**config.mk**
```make
export PLATFORM = sky130hd
export DESIGN_NAME = lsb_top
export DESIGN_NICKNAME = d
export VERILOG_FILES = /design/src/rtl/lsb_pkg.sv /design/src/rtl/lsb_ctrl.sv /design/src/rtl/lsb_datapath.sv /design/src/rtl/lsb_top.sv
export SDC_FILE = /design/constraint.sdc
export NUM_CORES = 1
export LEC_CHECK = 0
export BUFFER_PORTS_ARGS = -buffer_cell sky130_fd_sc_hd__buf_4
export CORE_MARGIN = 8
export CORE_UTILIZATION = 50
export CTS_CLUSTER_DIAMETER = 120
export CTS_CLUSTER_SIZE = 12
export DETAILED_ROUTE_END_ITERATION = 12
export GPL_TIMING_DRIVEN = 0
export PLACE_DENSITY = 0.86
export SYNTH_ARGS = -nofsm -noshare
export SYNTH_HDL_FRONTEND = slang
export SYNTH_SLANG_ARGS = --single-unit
```
**constraint.sdc**
```tcl
create_clock -name clk -period 2.02 [get_ports clk]
set_clock_uncertainty 0.05 [all_clocks]
set_input_delay 0.101 -clock clk [delete_from_list [all_inputs] [get_ports clk]]
set_output_delay 0.101 -clock clk [all_outputs]
set_load 0.03 [all_outputs]
```
**src/rtl/lsb_pkg.sv**
```systemverilog
package lsb_pkg;
  localparam int BUF_DEPTH = 2;

  typedef struct packed {
    logic push;
    logic pop;
    logic wrSel;
    logic rdSel;
    logic pad;
    logic outCap;
  } bufStrobe_t;
endpackage

```
**src/rtl/lsb_ctrl.sv**
```systemverilog
module lsb_ctrl
  import lsb_pkg::*;
#(
  parameter int FRAME_LEN = 8
) (
  input  logic       clk,
  input  logic       rst,
  input  logic       srcDav,
  output logic       srcEna,
  input  logic       coreReady,
  output logic       coreValid,
  output logic       coreSop,
  output logic       coreEop,
  input  logic       flushIn,
  input  logic       coreOutValid,
  input  logic       sinkRoom,
  output logic       coreOutReady,
  output bufStrobe_t strb
);
  localparam int CNT_W = (FRAME_LEN > 1) ? $clog2(FRAME_LEN) : 1;
  localparam logic [CNT_W-1:0] LAST_IDX = CNT_W'(FRAME_LEN - 1);

  logic             reqD;
  logic [1:0]       occ, occNext;
  logic             wrPtr, rdPtr;
  logic [CNT_W-1:0] sampCnt;
  logic             push, pop, accept;

  // request granted last cycle => data lands now (latency-1 valid)
  always_ff @(posedge clk) begin
    if (rst) reqD <= 1'b0;
    else     reqD <= srcEna && srcDav;
  end

  assign push      = reqD;
  assign coreValid = (occ != 2'd0) || flushIn;
  assign pop       = (occ != 2'd0) && coreReady;
  assign accept    = coreValid && coreReady;

  always_comb begin
    occNext = occ;
    if (push && !pop)      occNext = occ + 2'd1;
    else if (!push && pop) occNext = occ - 2'd1;
  end

  // a request made now lands next cycle; keep one slot free for it
  assign srcEna = !rst && (occNext < 2'(BUF_DEPTH));

  always_ff @(posedge clk) begin
    if (rst) begin
      occ   <= 2'd0;
      wrPtr <= 1'b0;
      rdPtr <= 1'b0;
    end else begin
      occ <= occNext;
      if (push) wrPtr <= ~wrPtr;
      if (pop)  rdPtr <= ~rdPtr;
    end
  end

  always_ff @(posedge clk) begin
    if (rst) sampCnt <= '0;
    else if (accept) sampCnt <= (sampCnt == LAST_IDX) ? '0 : sampCnt + 1'b1;
  end

  assign coreSop      = (sampCnt == '0);
  assign coreEop      = (sampCnt == LAST_IDX);
  assign coreOutReady = sinkRoom;

  always_comb begin
    strb.push   = push;
    strb.pop    = pop;
    strb.wrSel  = wrPtr;
    strb.rdSel  = rdPtr;
    strb.pad    = (occ == 2'd0);
    strb.outCap = coreOutValid && sinkRoom;
  end

  assert_ena_in_reset_R1: assert property (@(posedge clk) rst |-> !srcEna);
  assert_no_overflow_R3: assert property (@(posedge clk) disable iff (rst)
    occ <= 2'(BUF_DEPTH));
  assert_hold_valid_R4: assert property (@(posedge clk) disable iff (rst)
    (coreValid && !coreReady && !flushIn) |=> coreValid);
  assert_frame_wrap_R6: assert property (@(posedge clk) disable iff (rst)
    (accept && coreEop) |=> coreSop);
  assert_arrival_has_slot_R9: assert property (@(posedge clk) disable iff (rst)
    push |-> (occ < 2'(BUF_DEPTH)));
endmodule

```
**src/rtl/lsb_datapath.sv**
```systemverilog
module lsb_datapath
  import lsb_pkg::*;
#(
  parameter int DATA_W = 16
) (
  input  logic              clk,
  input  logic              rst,
  input  bufStrobe_t        strb,
  input  logic [DATA_W-1:0] srcData,
  output logic [DATA_W-1:0] coreData,
  input  logic [DATA_W-1:0] coreOutData,
  output logic              sinkWrEna,
  output logic [DATA_W-1:0] sinkData
);
  logic [DATA_W-1:0] store [BUF_DEPTH];

  for (genvar i = 0; i < BUF_DEPTH; i++) begin : gEntry
    always_ff @(posedge clk) begin
      if (strb.push && (strb.wrSel == 1'(i))) store[i] <= srcData;
    end
  end

  assign coreData = strb.pad ? '0 : store[strb.rdSel];

  always_ff @(posedge clk) begin
    if (rst) begin
      sinkWrEna <= 1'b0;
      sinkData  <= '0;
    end else begin
      sinkWrEna <= strb.outCap;
      if (strb.outCap) sinkData <= coreOutData;
    end
  end

  assert_hold_data_R4: assert property (@(posedge clk) disable iff (rst)
    (!strb.pad && !strb.pop) |=> $stable(coreData));
  assert_sink_write_R8: assert property (@(posedge clk) disable iff (rst)
    strb.outCap |=> sinkWrEna);
endmodule

```
**src/rtl/lsb_top.sv**
```systemverilog
module lsb_top
  import lsb_pkg::*;
#(
  parameter int DATA_W    = 16,
  parameter int FRAME_LEN = 8
) (
  input  logic              clk,
  input  logic              rst,
  input  logic              srcDav,
  input  logic [DATA_W-1:0] srcData,
  output logic              srcEna,
  output logic              coreValid,
  input  logic              coreReady,
  output logic [DATA_W-1:0] coreData,
  output logic              coreSop,
  output logic              coreEop,
  input  logic              flushIn,
  input  logic              coreOutValid,
  input  logic [DATA_W-1:0] coreOutData,
  output logic              coreOutReady,
  input  logic              sinkRoom,
  output logic              sinkWrEna,
  output logic [DATA_W-1:0] sinkData
);
  bufStrobe_t strb;

  lsb_ctrl #(.FRAME_LEN(FRAME_LEN)) uCtrl (
    .clk(clk), .rst(rst), .srcDav(srcDav), .srcEna(srcEna),
    .coreReady(coreReady), .coreValid(coreValid), .coreSop(coreSop),
    .coreEop(coreEop), .flushIn(flushIn), .coreOutValid(coreOutValid),
    .sinkRoom(sinkRoom), .coreOutReady(coreOutReady), .strb(strb)
  );

  lsb_datapath #(.DATA_W(DATA_W)) uData (
    .clk(clk), .rst(rst), .strb(strb), .srcData(srcData),
    .coreData(coreData), .coreOutData(coreOutData),
    .sinkWrEna(sinkWrEna), .sinkData(sinkData)
  );
endmodule

```
==> out/qor.txt, run 1 <==
crit-path most repeated cell = ha_4
Synth Cell Area = 2380 µm²
die width = 85.0 µm
Synth Area in Adders = 0.0315
Static Leak = 1.45 nW
reg-to-reg startpoint = uCtrl.occ[0]
worst slew pin tran = 0.833 ns
Crit Path Category = reg2out
reg2reg path depth = 9
Die ar. = 7230 µm²
final wirelength = 5830 µm
Routed Antenna Nets = 0
Mapped Nets = 239
DRT iter0 DRCs = 71
Layout Utilization = 0.767
final hold vios = 0
crit path cell chain = inv_2 -> ha_4 -> nand2b_4 -> inv_4 -> ha_4 -> nor2b_4 -> o31a_1 -> nor2_1 -> buf_4
via/cell ratio = 4.86
Overflow after GRT = 0
DP HPWL = 3730 µm
Yosys top cell area share = 0.403
area post-placement = 3020 µm²
Arrival @ worst endpoint = 1.90 ns
top cells by count, synth = edfxtp_1 (32), dfxtp_1 (26), nand2_1 (23), nor2_1 (23), mux2i_1 (16)
layout cells sized above 1 = 0.435
die height = 85.0 µm
CTS buffer count = 9
final cell count without fillers = 376
worst hold path type = in2reg
Reg clk slew, reported paths = 0.06 ns
CTS tree = done
top-count cell post-synth = edfxtp_1
DRC viols = 0
reg2reg setup slack = 0.36 ns
sequential share of the synthesized area = 0.622
Finish-stage setup viols = 1
Routability Congestion = 0.743
critical path launch point type = register
Rel. slew slack = 0.444
CTS max path bufs = 2
nets@finish = 362
CP max stage cell = dfxtp_2
Clock Sinks = 58
cell row count = 25
Setup WS post-layout = -0.0261 ns
status = finished, violations left
Placeable Area = 4660 µm²
Main synth FF type = edfxtp_1
Synth Area in Simple Gates = 0.154
initial antenna violation count = 0
mux share of post-synthesis cell area = 0.0672
hold path start = rst
Area Growth Syn to Fin = 50.0%
Post-Synth XOR/XNOR Area = 0.00735
DR pass1 iterations = 5
Multi-input gate area = 825 µm²
top cells by area, synth = edfxtp_1 (40%), dfxtp_1 (22%), mux2i_1 (6.7%), a21oi_2 (3.7%), nand2_1 (3.6%)
post-route cell area = 3570 µm²
post-DR wirelength/cell = 15.5 µm
gr usage total = 0.164
post-synth top area cell = edfxtp_1
Hold EP = uCtrl.sampCnt[2]
PortBufs = 76
Root Driver = clkbuf_8
largest family of logic cells by synthesized area = simple AND/OR/NAND/NOR gates
Yosys cell types = 30
asr flop ratio synth = 0
max-slew violation count = 0
Worst Path Required = 1.87 ns
Synth Area in Compound Gates = 0.0698
final worst-path cycle share = 1.01
first-pass GRT wire length = 9480 µm
RSZ-0062 raised after global routing = true
filler instances = 275
Synth warnings = 0
io pins = 77
pin count of the biggest net entering global routing = 17
Crit. End Element = output port
post-placement cell count = 324
EDFF count, synth = 32
vias after detailed routing = 1,826
diode count = 0
failing checks = negative setup slack
min Tclk post-route = 2.05 ns
vias in the first global route = 2,047
crit path max fanout = 3
Synth Area per Inst = 12.3 µm²
Yosys reg bits = 58
worst hold slack = 0.0158 ns
Register Area = 1480 µm²
Worst IR Drop VDD = 0.000550 V
Max Cap Viol = 0
worst skew pair latency = 0.32 ns
Cells after Synth = 194
Initial Utilization = 0.511
CP peak stage delay = 0.33 ns
r2r endpoint = uCtrl.push
power per cell area = 869 nW/µm²
CTS HTree Levels = 3
f_max = 489 MHz
Cells on Worst Hold Path = 3
==> registers in the layout (all words and copies together) (netlist names), named ones only <==
| signal | count |
|---|---|
| uData.store | 32 |
| uData.sinkData | 16 |
| uCtrl.sampCnt | 3 |
| uCtrl.occ | 2 |
| uCtrl.push | 1 |
| uCtrl.rdPtr | 1 |
| uCtrl.wrPtr | 1 |
| uData.sinkWrEna | 1 |
==> area by class of cell <==
type | instances | share of cell area
clock buffer | 10 | 0.0357
multi-input combinational | 119 | 0.231
timing repair buffer | 113 | 0.260
clock inverter | 6 | 0.00945
buffer | 10 | 0.0228
tap | 54 | 0.0189
inverter | 6 | 0.00700
sequential | 58 | 0.415
==> layout by cell type, fill, tap and decap left out, types with 3 or more instances in the layout <==
cell and count:
a21oi_1 7, a21oi_2 10, buf_2 4, buf_4 82, clkbuf_8 9, clkinv_2 3, dfxtp_1 24, dlygate4sd3_1 33
edfxtp_1 32, ha_1 3, inv_1 3, mux2i_1 16, nand2_1 23, nand2_2 11, nor2_1 22, nor2b_1 3
==> where the power goes <==
part	internal [mW]	switching, mW	total, mW
sequential	1.34	0.0341	1.37
combinational	0.389	0.486	0.875
clock	0.433	0.429	0.862
total	2.16	0.949	3.11
==> per-layer routing <==
layer / up-vias / global-route usage / part of all wire
met5: - / 0 / 0
met2: 66 / 0.276 / 0.51
met3: 7 / 0.0714 / 0.089
met1: 850 / 0.175 / 0.39
li1: 903 / - / -
met4: 0 / 0.0728 / 0.011
==> per-stage QoR <==
stage | setup WS (ns) | TNS [ns] | total power, mW
5_1_grt | -0.0989 | -0.0989 | 3.25
3_3_place_gp | 0.101 | 0 | 2.14
3_5_place_dp | 0.0460 | 0 | 2.16
6_report | -0.0261 | -0.0261 | 3.11
4_1_cts | -0.0989 | -0.0989 | 3.12
2_1_floorplan | 0.0542 | 0 | 1.88
==> worst max-delay path: cells and delay by family, from the launching register on <==
kind	cells	cell delay, ns
compound gates	1	0.30
fa+ha+maj	2	0.29
buf+inv	3	0.29
flops	1	0.33
simple gates	3	0.38
==> how the worst max path moves through the flow <==
stage / startpoint / end / slack (ns) / cells after the start
final: uCtrl.occ[0] / srcEna / -0.03 / 9
after global routing: uCtrl.occ[0] / srcEna / -0.1 / 9
after CTS: uCtrl.occ[1] / srcEna / -0.1 / 10
after detailed placement: uCtrl.occ[0] / srcEna / 0.05 / 10
after global placement: uCtrl.push / uData.store[0][1] / 0.10 / 2
after floorplan: uCtrl.occ[0] / srcEna / 0.05 / 9
==> kinds of logic after synthesis <==
| kind of cell | Yosys count |
|---|---|
| mux | 16 |
| simple gates | 73 |
| compound gates | 22 |
| fa+ha+maj | 6 |
| xor+xnor | 2 |
| buf+inv | 17 |
| flops | 58 |
==> repair_timing <==
action                                  in CTS  in global routing
pin swaps                                    4                  3
hold buffers                                33                  0
gates resized for setup                     11                  0
endpoints found under the setup margin       1                 10
endpoints found under the hold margin       49                  0
gates cloned                                 0                  0
buffers inserted                             2                  2
Power figures use the tool's default switching activity.
==> run 2, diff against run 1 <==
Settings changed: CTS_BUF_LIST from default to sky130_fd_sc_hd__clkbuf_16.
==> out/qor.txt, run 2 (same netlist as run 1, synthesis figures left out) <==
CTS buffer count = 9 (unchanged)
Reg clk slew, reported paths = 0.05 ns (about the same)
Logic pwr share = 0.249 (-0.033)
CTS HTree Levels = 3 (unchanged)
r2r endpoint = uCtrl.push
Crit Path Category = reg2out
biggest regs = uData.store (32), uData.sinkData (16), uCtrl.sampCnt (3)
CP max stage cell = dfxtp_2
most common cell after layout, fill and taps aside = buf_4
DR pass1 iterations = 4 (-1)
Setup TNS = -0.0298 ns (-0.00364 ns)
diode count = 0 (unchanged)
Finish-stage setup viols = 1 (unchanged)
Hold EP = uData.sinkData[0]
vias after detailed routing = 1,831 (+0.27%)
crit-path most repeated cell = ha_4
CTS tree = done
RSZ-0062 raised after global routing = true
crit path max fanout = 3 (unchanged)
max-slew violation count = 0 (unchanged)
Routability Congestion = 0.743 (unchanged)
Max Cap Viol = 0 (unchanged)
layout cells sized above 1 = 0.436 (+0.00135)
worst hold path type = in2reg
Rel. slew slack = 0.437 (-0.00754)
die height = 85.0 µm (unchanged)
DP HPWL = 3730 µm (unchanged)
Setup WS post-layout = -0.0298 ns (-0.00364 ns)
gr usage total = 0.178 (+0.0135)
worst slew pin tran = 0.844 ns (+0.0113 ns)
io pins = 77 (unchanged)
status = finished, violations left
PortBufs = 76 (unchanged)
critical path launch point type = register
reg2reg setup slack = 0.34 ns (-0.02 ns)
failing checks = negative setup slack
final worst-path cycle share = 1.01 (+0.00180)
pre-CTS setup slack = 0.0460 ns (unchanged)
reg-to-reg startpoint = uCtrl.occ[0]
Cells on Worst Hold Path = 3 (unchanged)
Crit. End Element = output port
switching part of the total = 0.287 (-0.0189)
worst hold slack = 0.0197 ns (+0.00396 ns)
Initial Utilization = 0.511 (unchanged)
via/cell ratio = 4.88 (+0.54%)
CTS max path bufs = 2 (unchanged)
reg2reg path depth = 9 (unchanged)
Routed Antenna Nets = 0 (unchanged)
most frequent cells in the layout = buf_4 (82), dlygate4sd3_1 (32), edfxtp_1 (32), dfxtp_1 (24), nand2_1 (23)
worst skew pair latency = 0.32 ns (about the same)
Static Leak = 1.49 nW (+3.2%)
Worst IR Drop VDD = 0.000607 V (+11%)
first-pass GRT wire length = 10,000 µm (+5.5%)
DRC viols = 0 (unchanged)
Clock Sinks = 58 (unchanged)
most flop-heavy register = uData.store
crit path cell chain = inv_2 -> ha_4 -> nand2b_4 -> inv_4 -> ha_4 -> nor2b_4 -> o31a_1 -> nor2_1 -> buf_4
Worst Path Required = 1.87 ns (about the same)
nets@finish = 361 (-0.28%)
post-DR wirelength/cell = 16.4 µm (+6.0%)
Overflow after GRT = 0 (unchanged)
internal power = 2.54 mW (+18%)
f_max = 488 MHz (-0.18%)
min Tclk post-route = 2.05 ns (+0.00364 ns)
vias in the first global route = 2,026 (-1.0%)
Root Driver = clkbuf_16
initial antenna violation count = 0 (unchanged)
Placeable Area = 4660 µm² (unchanged)
power per cell area = 970 nW/µm² (+12%)
final wirelength = 6160 µm (+5.7%)
pin count of the biggest net entering global routing = 17 (unchanged)
Layout Utilization = 0.787 (+0.0196)
Die ar. = 7230 µm² (unchanged)
CP peak stage delay = 0.32 ns (about the same)
cell row count = 25 (unchanged)
Area Growth Syn to Fin = 53.8%
die width = 85.0 µm (unchanged)
Arrival @ worst endpoint = 1.90 ns (about the same)
Psw = 1.02 mW (+7.4%)
final hold vios = 0 (unchanged)
Clock Power Share = 0.365 (+0.088)
post-route cell area = 3670 µm² (+2.6%)
DRT iter0 DRCs = 70 (-1.4%)
hold path start = coreOutData[0]
max reg flops = 32 (unchanged)
Reg power frac = 0.386 (-0.055)
area post-placement = 3020 µm² (unchanged)
==> run 2: changes by cell type in the layout (fill, tap and decap cells not counted) <==
cell,previous run,this run
clkbuf_1,2,1
clkbuf_16,0,9
clkbuf_8,9,0
dlygate4sd3_1,33,32
inv_1,3,4
==> run 2: per-stage QoR <==
stage          total power [mW]  std cells
2_1_floorplan              1.88        194
3_3_place_gp               2.14        324
3_5_place_dp               2.16        324
4_1_cts                    3.55        374
5_1_grt                    3.71        375
6_report                   3.56        375
==> run 2: final cells by class <==
| class | instances | area, µm² |
|---|---|---|
| Timing Repair Buffer | 112 | 921 |
| Tap cell | 54 | 67.6 |
| Sequential cell | 58 | 1480 |
| Clock buffer | 9 | 225 |
| Inverter | 6 | 25.0 |
| Buffer | 10 | 81.3 |
| Fill cell | 264 | 995 |
| Clock inverter | 7 | 37.5 |
| Multi-Input combinational cell | 119 | 825 |
==> run 2: power by group through the flow <==
stage	logic [mW]	registers, mW	clock network, mW
2_1_floorplan	0.469	1.41	0
3_3_place_gp	0.750	1.39	0
3_5_place_dp	0.769	1.39	0
4_1_cts	0.866	1.37	1.31
5_1_grt	0.945	1.38	1.39
6_report	0.885	1.37	1.30
==> run 2: timing repair <==
action / 4_1_cts / 5_1_grt
resized for setup: 11 / 0
cloned: 0 / 0
setup endpoints to repair: 1 / 11
pin swaps: 4 / 3
hold endpoints to repair: 48 / 0
setup buffers: 2 / 2
hold buffers: 32 / 0
==> run 2: worst max-delay path, delay by kind of cell (launching register included) <==
kind,cells,cell delay [ns]
compound gates,1,0.31
fa+ha+maj,2,0.30
buf+inv,3,0.29
flops,1,0.32
simple gates,3,0.37
==> run 2: how the worst max path moves through the flow <==
stage                  from                end  slack (ns)  depth (start not counted)
6_report       uCtrl.occ[0]             srcEna       -0.03                          9
5_1_grt        uCtrl.occ[0]             srcEna       -0.10                          9
4_1_cts        uCtrl.occ[1]             srcEna       -0.09                         10
3_5_place_dp   uCtrl.occ[0]             srcEna        0.05                         10
3_3_place_gp     uCtrl.push  uData.store[0][1]        0.10                          2
2_1_floorplan  uCtrl.occ[0]             srcEna        0.05                          9
==> run 2: per-layer routing <==
metal,vias to the layer above,share of wire,track usage
met3,7,0.090,0.0869
met2,64,0.51,0.305
met5,-,0,0
met1,858,0.39,0.182
li1,902,-,-
met4,0,0.0097,0.0680
==> run 3, diff against run 2 <==
Settings changed: BUFFER_PORTS_ARGS -buffer_cell sky130_fd_sc_hd__buf_4 to default, CORE_UTILIZATION 50 to 62, DONT_BUFFER_PORTS from default to 1, PLACE_DENSITY 0.86 to 0.85.
==> out/qor.txt, run 3 (same netlist as run 1, synthesis figures left out) <==
worst skew pair latency = 0.31 ns (about the same)
PortBufs = 0 (-100%)
Die ar. = 6080 µm² (-16%)
f_max = 502 MHz (+3.0%)
Cells on Worst Hold Path = 3 (unchanged)
status = completed
switching part of the total = 0.275 (-0.0116)
crit path max fanout = 3 (unchanged)
nets@finish = 290 (-20%)
die width = 78.0 µm (-8.3%)
Static Leak = 1.16 nW (-22%)
Area Growth Syn to Fin = 34.1%
Root Driver = clkbuf_16
pre-CTS setup slack = -0.109 ns (-0.155 ns)
reg-to-reg startpoint = uCtrl.occ[0]
Reg clk slew, reported paths = 0.05 ns (about the same)
Tot Pwr = 3.68 mW (+3.4%)
Worst Path Required = 1.87 ns (about the same)
filler instances = 163 (-38%)
Reg power frac = 0.384 (-0.002)
Setup WS post-layout = 0.0297 ns (+0.0595 ns)
Crit Path Category = reg2out
DR pass1 iterations = 4 (unchanged)
max-slew violation count = 0 (unchanged)
gr usage total = 0.193 (+0.0154)
Crit. End Element = output port
CTS buffer count = 9 (unchanged)
vias after detailed routing = 1,672 (-8.7%)
DP HPWL = 3280 µm (-12%)
final wirelength = 5850 µm (-5.1%)
Clock Power Share = 0.426 (+0.061)
Finish-stage setup viols = 0 (-1)
pin count of the biggest net entering global routing = 17 (unchanged)
post-DR wirelength/cell = 19.6 µm (+19%)
io pins = 77 (unchanged)
hold path start = sinkRoom
internal power = 2.66 mW (+5.0%)
final hold vios = 0 (unchanged)
Worst Setup SP = uCtrl.occ[0]
Setup TNS = 0 ns (+0.0298 ns)
die height = 78.0 µm (-8.3%)
cell row count = 22 (-12%)
Routability Congestion = 0.682 (-8.2%)
min Tclk post-route = 1.99 ns (-0.0595 ns)
diode count = 0 (unchanged)
Overflow after GRT = 0 (unchanged)
Initial Utilization = 0.646 (+0.135)
met3 Resource Use GR = 0.100 (+0.0134)
power per cell area = 1150 nW/µm² (+19%)
most frequent cells in the layout = dlygate4sd3_1 (35), edfxtp_1 (32), dfxtp_1 (24), nand2_1 (23), nor2_1 (18)
CTS HTree Levels = 3 (unchanged)
reg2reg path depth = 10 (+1)
initial antenna violation count = 0 (unchanged)
worst slew pin tran = 0.795 ns (-0.0490 ns)
biggest regs = uData.store (32), uData.sinkData (16), uCtrl.sampCnt (3)
Worst IR Drop VDD = 0.000900 V (+48%)
CTS tree = done
Routed Antenna Nets = 0 (unchanged)
layout cells sized above 1 = 0.280 (-0.156)
Max Cap Viol = 0 (unchanged)
RSZ-0062 raised after global routing = true
worst hold path type = in2reg
first-pass GRT wire length = 9160 µm (-8.5%)
most flop-heavy register = uData.store
vias in the first global route = 1,798 (-11%)
GR Layer Usage met1 = 0.178 (-0.00411)
via/cell ratio = 5.61 (+15%)
DRT iter0 DRCs = 129 (+84%)
Logic pwr share = 0.190 (-0.059)
layer with the highest usage = met2
max reg flops = 32 (unchanged)
Rel. slew slack = 0.469 (+0.0327)
critical path launch point type = register
most common cell after layout, fill and taps aside = dlygate4sd3_1
Arrival @ worst endpoint = 1.84 ns (-0.06 ns)
final worst-path cycle share = 0.985 (-0.0295)
M2 GR Usage = 0.363 (+0.0580)
Placeable Area = 3690 µm² (-21%)
DRC viols = 0 (unchanged)
CTS max path bufs = 2 (unchanged)
Clock Sinks = 58 (unchanged)
Psw = 1.01 mW (-0.82%)
-- run 3: cell types whose count changed in the layout (fill, tap and decap cells not counted), sizes merged --
cell	before	now
buf	89	15
dlygate4sd3	32	35
bufinv	0	2
clkinv	4	3
clkinvlp	2	1
-- run 3: critical path: stages (launching register included) --
cell	delay, ns
dfxtp_2	0.32
inv_2	0.07
ha_4	0.14
nand2b_4	0.13
inv_4	0.04
ha_4	0.15
nor2b_4	0.12
o31a_1	0.33
nor2_4	0.22
-- run 3: path summary, 6_finish.rpt --
kind / endpoint / slack [ns]
setup / recovery: srcEna / 0.03
hold / removal: uData.sinkData[11] / 0.02
setup reg to reg: uCtrl.occ[1] / 0.15
hold reg to reg: uCtrl.sampCnt[1] / 0.47
-- run 3: area by class of cell --
type / count / area (µm²) / area share
multi-input combinational: 119 / 840 / 0.263
inverter: 6 / 25.0 / 0.00783
tap: 48 / 60.1 / 0.0188
timing repair buffer: 41 / 395 / 0.124
sequential: 58 / 1480 / 0.464
clock inverter: 7 / 85.1 / 0.0266
clock buffer: 9 / 225 / 0.0705
buffer: 10 / 81.3 / 0.0255
-- run 3: routing by layer --
layer / up-vias / wire length (µm)
li1: 760 / -
met3: 10 / 508
met1: 823 / 2030
met2: 79 / 3220
met5: - / 0
met4: 0 / 87
-- run 3: power by group through the flow --
stage          registers (mW)  clock network, mW  logic [mW]
2_1_floorplan            1.41                  0       0.469
3_3_place_gp             1.42                  0       0.522
3_5_place_dp             1.43                  0       0.542
4_1_cts                  1.41               1.56       0.666
5_1_grt                  1.42               1.63       0.747
6_report                 1.41               1.57       0.700
-- run 3: what timing repair did --
action	in CTS	in global routing
endpoints found under the setup margin	1	10
hold endpoints to repair	52	0
buffers inserted	4	2
pin swaps	4	3
resized for setup	13	4
hold buffers	35	0
-- run 3: metrics by stage --
stage	hold WS [ns]	util	area, µm²	std cells
6_report	0.0231	0.866	3200	298
4_1_cts	0.0173	0.861	3180	297
3_3_place_gp	0.150	0.662	2440	242
2_1_floorplan	0.150	-	2380	194
3_5_place_dp	0.150	0.662	2440	242
5_1_grt	0.0491	0.866	3200	298
